**src/rtl/bt656_cap_pkg.sv**
```systemverilog
package bt656_cap_pkg;

    localparam int BYTE_W  = 8;
    localparam int BIT_FLD = 6;
    localparam int BIT_VBL = 5;
    localparam int BIT_EAV = 4;
    localparam int BIT_ONE = 7;

    localparam logic [BYTE_W-1:0] CODE_HI = 8'hFF;
    localparam logic [BYTE_W-1:0] CODE_LO = 8'h00;

    // decoded timing reference, valid in the cycle of the status byte
    typedef struct packed {
        logic hit;
        logic fld;
        logic vbl;
        logic eav;
    } trc_t;

    // last three bytes of the stream, oldest in b2
    typedef struct packed {
        logic [BYTE_W-1:0] b2;
        logic [BYTE_W-1:0] b1;
        logic [BYTE_W-1:0] b0;
    } hist_t;

    typedef struct packed {
        logic [BYTE_W-1:0] cb;
        logic [BYTE_W-1:0] y;
        logic [BYTE_W-1:0] cr;
    } trip_t;

endpackage

```
**src/rtl/bt656_trc_detect.sv**
```systemverilog
module bt656_trc_detect
    import bt656_cap_pkg::*;
(
    input  logic              clk,
    input  logic              rst_n,
    input  logic [BYTE_W-1:0] din,
    output trc_t              trc
);

    hist_t hist_d, hist_q;

    always_comb begin
        hist_d    = hist_q;
        hist_d.b2 = hist_q.b1;
        hist_d.b1 = hist_q.b0;
        hist_d.b0 = din;
    end

    always_ff @(posedge clk) begin
        if (!rst_n) begin
            hist_q <= '0;
        end else begin
            hist_q <= hist_d;
        end
    end

    // status byte is the current input; preamble comes from history
    always_comb begin
        trc.hit = (hist_q.b2 == CODE_HI) && (hist_q.b1 == CODE_LO)
               && (hist_q.b0 == CODE_LO) && din[BIT_ONE];
        trc.fld = din[BIT_FLD];
        trc.vbl = din[BIT_VBL];
        trc.eav = din[BIT_EAV];
    end

endmodule

```
**src/rtl/bt656_line_track.sv**
```systemverilog
module bt656_line_track
    import bt656_cap_pkg::*;
#(
    parameter int PIX_PER_LINE = 720
) (
    input  logic              clk,
    input  logic              rst_n,
    input  logic [BYTE_W-1:0] din,
    input  trc_t              trc,
    output logic              byte_en,
    output logic [1:0]        phase,
    output logic              mark_line,
    output logic              mark_field
);

    localparam int BYTES_PER_LINE = 2 * PIX_PER_LINE;
    localparam int CNT_W          = $clog2(BYTES_PER_LINE);
    localparam logic [CNT_W-1:0] LAST_IDX = CNT_W'(BYTES_PER_LINE - 1);

    typedef struct packed {
        logic             act;
        logic [CNT_W-1:0] cnt;
        logic             arm;
        logic             lpend;
        logic             fpend;
    } st_t;

    st_t st_d, st_q;

    always_comb begin
        st_d = st_q;

        // even-field timing references only
        if (trc.hit && !trc.fld) begin
            if (trc.vbl) begin
                st_d.arm = 1'b1;
            end else if (!trc.eav) begin
                st_d.act   = 1'b1;
                st_d.cnt   = '0;
                st_d.lpend = 1'b1;
                st_d.fpend = st_q.arm || st_q.fpend;
                st_d.arm   = 1'b0;
            end
        end

        if (st_q.act) begin
            if (din == CODE_HI) begin
                st_d.act = 1'b0;
            end else begin
                st_d.cnt = st_q.cnt + 1'b1;
                if (st_q.cnt == LAST_IDX) begin
                    st_d.act = 1'b0;
                end
                if (st_q.cnt[1:0] == 2'd3) begin
                    st_d.lpend = 1'b0;
                    st_d.fpend = 1'b0;
                end
            end
        end
    end

    always_ff @(posedge clk) begin
        if (!rst_n) begin
            st_q <= '0;
        end else begin
            st_q <= st_d;
        end
    end

    assign byte_en    = st_q.act && (din != CODE_HI);
    assign phase      = st_q.cnt[1:0];
    assign mark_line  = st_q.lpend;
    assign mark_field = st_q.fpend;

endmodule

```
**src/rtl/bt656_trip_pack.sv**
```systemverilog
module bt656_trip_pack
    import bt656_cap_pkg::*;
(
    input  logic              clk,
    input  logic              rst_n,
    input  logic [BYTE_W-1:0] din,
    input  logic              byte_en,
    input  logic [1:0]        phase,
    input  logic              mark_line,
    input  logic              mark_field,
    output logic              out_vld,
    output trip_t             out_trip,
    output logic              out_ls,
    output logic              out_fs
);

    typedef struct packed {
        trip_t coll;
        trip_t outp;
        logic  vld;
        logic  ls;
        logic  fs;
    } pk_t;

    pk_t pk_d, pk_q;

    always_comb begin
        pk_d     = pk_q;
        pk_d.vld = 1'b0;
        pk_d.ls  = 1'b0;
        pk_d.fs  = 1'b0;
        if (byte_en) begin
            case (phase)
                2'd0: pk_d.coll.cb = din;
                2'd1: pk_d.coll.y  = din;
                2'd2: pk_d.coll.cr = din;
                2'd3: begin
                    // second luma byte is dropped; group is complete
                    pk_d.outp = pk_q.coll;
                    pk_d.vld  = 1'b1;
                    pk_d.ls   = mark_line;
                    pk_d.fs   = mark_field;
                end
                default: ;
            endcase
        end
    end

    always_ff @(posedge clk) begin
        if (!rst_n) begin
            pk_q <= '0;
        end else begin
            pk_q <= pk_d;
        end
    end

    assign out_vld  = pk_q.vld;
    assign out_trip = pk_q.outp;
    assign out_ls   = pk_q.ls;
    assign out_fs   = pk_q.fs;

endmodule

```
**src/rtl/bt656_even_capture.sv**
```systemverilog
module bt656_even_capture
    import bt656_cap_pkg::*;
#(
    parameter int PIX_PER_LINE = 720
) (
    input  logic       clk,
    input  logic       rst_n,
    input  logic [7:0] vid_byte,
    output logic       trip_valid,
    output logic [7:0] trip_cb,
    output logic [7:0] trip_y,
    output logic [7:0] trip_cr,
    output logic       line_start,
    output logic       field_start
);

    trc_t       trc;
    logic       byte_en;
    logic [1:0] phase;
    logic       mark_line;
    logic       mark_field;
    trip_t      trip;

    bt656_trc_detect u_detect (
        .clk (clk),
        .rst_n (rst_n),
        .din (vid_byte),
        .trc (trc)
    );

    bt656_line_track #(
        .PIX_PER_LINE (PIX_PER_LINE)
    ) u_track (
        .clk        (clk),
        .rst_n      (rst_n),
        .din        (vid_byte),
        .trc        (trc),
        .byte_en    (byte_en),
        .phase      (phase),
        .mark_line  (mark_line),
        .mark_field (mark_field)
    );

    bt656_trip_pack u_pack (
        .clk        (clk),
        .rst_n      (rst_n),
        .din        (vid_byte),
        .byte_en    (byte_en),
        .phase      (phase),
        .mark_line  (mark_line),
        .mark_field (mark_field),
        .out_vld    (trip_valid),
        .out_trip   (trip),
        .out_ls     (line_start),
        .out_fs     (field_start)
    );

    assign trip_cb = trip.cb;
    assign trip_y  = trip.y;
    assign trip_cr = trip.cr;

endmodule

```
**config.mk**
```make
export PLATFORM = sky130hd
export DESIGN_NAME = bt656_even_capture
export DESIGN_NICKNAME = d
export VERILOG_FILES = /design/src/rtl/bt656_cap_pkg.sv /design/src/rtl/bt656_trc_detect.sv /design/src/rtl/bt656_line_track.sv /design/src/rtl/bt656_trip_pack.sv /design/src/rtl/bt656_even_capture.sv
export SDC_FILE = /design/constraint.sdc
export NUM_CORES = 1
export LEC_CHECK = 0
export ABC_CLOCK_PERIOD_IN_PS = 1750
export BUFFER_PORTS_ARGS = -buffer_cell sky130_fd_sc_hd__buf_2
export CAP_MARGIN = 0
export CORE_MARGIN = 3
export CORE_UTILIZATION = 60
export CTS_BUF_LIST = sky130_fd_sc_hd__clkbuf_2
export CTS_CLUSTER_SIZE = 30
export DETAILED_ROUTE_END_ITERATION = 10
export HOLD_SLACK_MARGIN = 0.08
export MAX_ROUTING_LAYER = met4
export PLACE_DENSITY = 0.81
export SYNTH_ARGS = -nofsm -noshare
export SYNTH_HDL_FRONTEND = slang
export SYNTH_SLANG_ARGS = --single-unit
```
**constraint.sdc**
```tcl
create_clock -name clk -period 1.75 [get_ports clk]
set_input_delay 0.35 -clock clk [delete_from_list [all_inputs] [get_ports clk]]
set_output_delay 0.35 -clock clk [all_outputs]
set_load 0.01 [all_outputs]
```
==> out/qor.csv <==
metric;value;unit
holdWs;162;ps
synth-seq-area-share;50.1;%
hold_violations;0;
grt_pass1_wl;11.7;mm
synth_mux_area_share;6.68;%
skew;29.1;ps
synth_compound_area_share;12.9;%
synthTopCellsByCount;90 x dfxtp_1, 35 x nand2_1, 30 x nor2_1, 29 x a21oi_1, 28 x nand3_1;
clk_latency;520;ps
cts_tree;yes;
cts_htree_levels;3;
critPathSlowestCell;dlygate4sd3_1;
area_growth;9.64;%
hp-class;in2reg;
post_synth_main_area_contributors;dfxtp_1 50%, mux2i_1 6.7%, buf_4 5.0%;
critPathLaunchType;input port;
die_x;83.4;um
whs_path_depth;2;
fin_nets;402;
critPathMaxStageDelay;540;ps
antenna_cells;0;
multi_input_area;1510;um^2
grt_usage;21.2;%
fmax;595;MHz
n_fill_cell;426;
synthSimpleGateAreaFrac;20.7;%
synth_top_flop_cell;dfxtp_1;
leakage;0.00170;uW
seqCellArea;1800;um^2
synth_top_family_by_area;simple AND/OR/NAND/NOR gates;
die_h;83.4;um
start_util;63.7;%
synth_xor_area_share;0;%
ys_types;41;
drtPass1Iterations;4;
design.portCount;37;
rsz0062_at_grt;no;
viasPerCell;5.62;
grt_pass1_vias;2455;
power.density;850;nW/um^2
cp_common_cell;buf_12;
post_drt_wl_per_cell;14.8;um
crit_arrival;2100;ps
drc;0;
fp-row-count;27;
routed_wl;6.87;mm
core;5640;um^2
cap_viol_max_count;0;
io_buffers;36;
grt_max_degree;30;
grt_overflow;0;
cp_cell_sequence;dlygate4sd3_1, buf_2, nand4_2, buf_12, o21a_1, buf_12, o21ai_0, a311oi_1;
clock-sinks;90;
path_class;in2reg;
status;finished, final reports clean;
synthAdderAreaFrac;1.39;%
vias;2612;
pre_cts_slack;12.0;ps
drt_iter0_drc;124;
synth.avg_cell_area;9.82;um^2
p_total;3350;uW
path_clk_slew;200;ps
die_area;6960;um^2
fin_crit_sh;96.1;%
worstMarginPinSlew;525;ps
slew_viol_final;0;
setup_violations;0;
ff2ff_path_depth;5;
ys_warn_count;0;
ant_nets;0;
synth_area_leader_cell;dfxtp_1;
max-slew-margin-rel;64.8;%
syn_inst;366;
root_buffer;clkbuf_2;
drive_gt1_share;21.9;%
synthesis.area;3590;um^2
dp_hpwl;4.67;mm
synth_top_area_share;50.1;%
tritoncts.num_buffers;9;
cp.required;2170;ps
peakVddDrop;0.622;mV
cts_max_path_buffers;2;
synth-seq-cells;90;
fin_ws;68.6;ps
synth_most_common_cell;dfxtp_1;
critPathMaxFanout;23;
place_congestion;0.759;
setup-tns-final;0;ps
synthesis.nets;380;
antenna_found_initial;0;
async_flop_share;0;%
end_kind;flip-flop;
fin_crit;1680;ps
synth-edff-count;0;
critical path: cells and delay by family:
kind,cells,cell delay [ps]
AO/OA/AOI/OAI,3,570
buffers and inverters,4,1030
AND/OR/NAND/NOR,1,140
report_power, final:
| part | switching, uW | internal (uW) |
|---|---|---|
| clock | 658 | 479 |
| combinational | 73.6 | 50.8 |
| sequential | 11.7 | 2080 |
| total | 743 | 2610 |
metal layers:
| layer | global-route usage, % | vias to the layer above | wire length, um |
|---|---|---|---|
| met5 | - | - | 0 |
| met4 | 7.58 | 0 | 98 |
| met3 | 5.36 | 8 | 391 |
| met2 | 31.6 | 82 | 3250 |
| met1 | 27.9 | 1228 | 3130 |
| li1 | - | 1294 | - |
kinds of logic (layout without fill, tap and decap cells):
family | count (synthesis) | after routing
fa+ha+maj | 4 | 4
mux | 24 | 24
simple gates | 140 | 140
compound gates | 59 | 59
buf+inv | 49 | 76
flops | 90 | 90
per-stage QoR:
| step | utilization, % | area (um^2) | std cells |
|---|---|---|---|
| floorplan | - | 3590 | 366 |
| global placement | 66.6 | 3760 | 445 |
| detailed placement | 66.6 | 3760 | 445 |
| CTS | 69.0 | 3890 | 461 |
| global route | 69.9 | 3940 | 465 |
| finish | 69.9 | 3940 | 465 |
final timing paths:
kind | to | slack [ps] | from
max | u_track.st_q[10] | 70 | vid_byte[2]
min | u_detect.hist_d[15] | 160 | vid_byte[7]
max reg2reg | u_track.st_q[11] | 100 | u_track.phase[1]
min reg2reg | u_pack.out_trip[14] | 470 | u_pack.out_trip[14]
layout by cell type (no fill, tap or decap), types with 5 or more instances in the layout:
cell type,n
nand4_1,5
nand3_1,28
dfxtp_1,88
nand2_1,35
a21oi_1,29
mux2i_1,24
and2_1,26
a311oi_1,8
clkbuf_2,11
buf_2,36
nor2_1,30
buf_4,14
cell type report:
| type | instances | share of cell area [%] |
|---|---|---|
| clock buffers | 11 | 1.40 |
| inverters | 4 | 0.381 |
| well taps | 72 | 2.29 |
| flip-flops and latches | 90 | 45.8 |
| multi-input cells | 227 | 38.4 |
| clock inverters | 5 | 2.00 |
| repair buffers | 56 | 9.78 |
repair_timing:
action	CTS	global route
hold buffers	0	2
hold endpoints to repair	0	2
setup endpoints to repair	0	15
resized for setup	0	4
buffers inserted	0	2
sequential cells by signal, indices dropped and copies added (netlist names):
name	cells
u_detect.hist_d	16
u_track.mark_field	1
u_track.mark_line	1
u_detect.hist_q	8
u_pack.out_vld	1
u_track.st_q	11
u_track.phase	2
u_pack.out_ls	1
u_pack.out_trip	24
u_pack.pk_q	24
u_pack.out_fs	1
(Power assumes the default switching activity.)
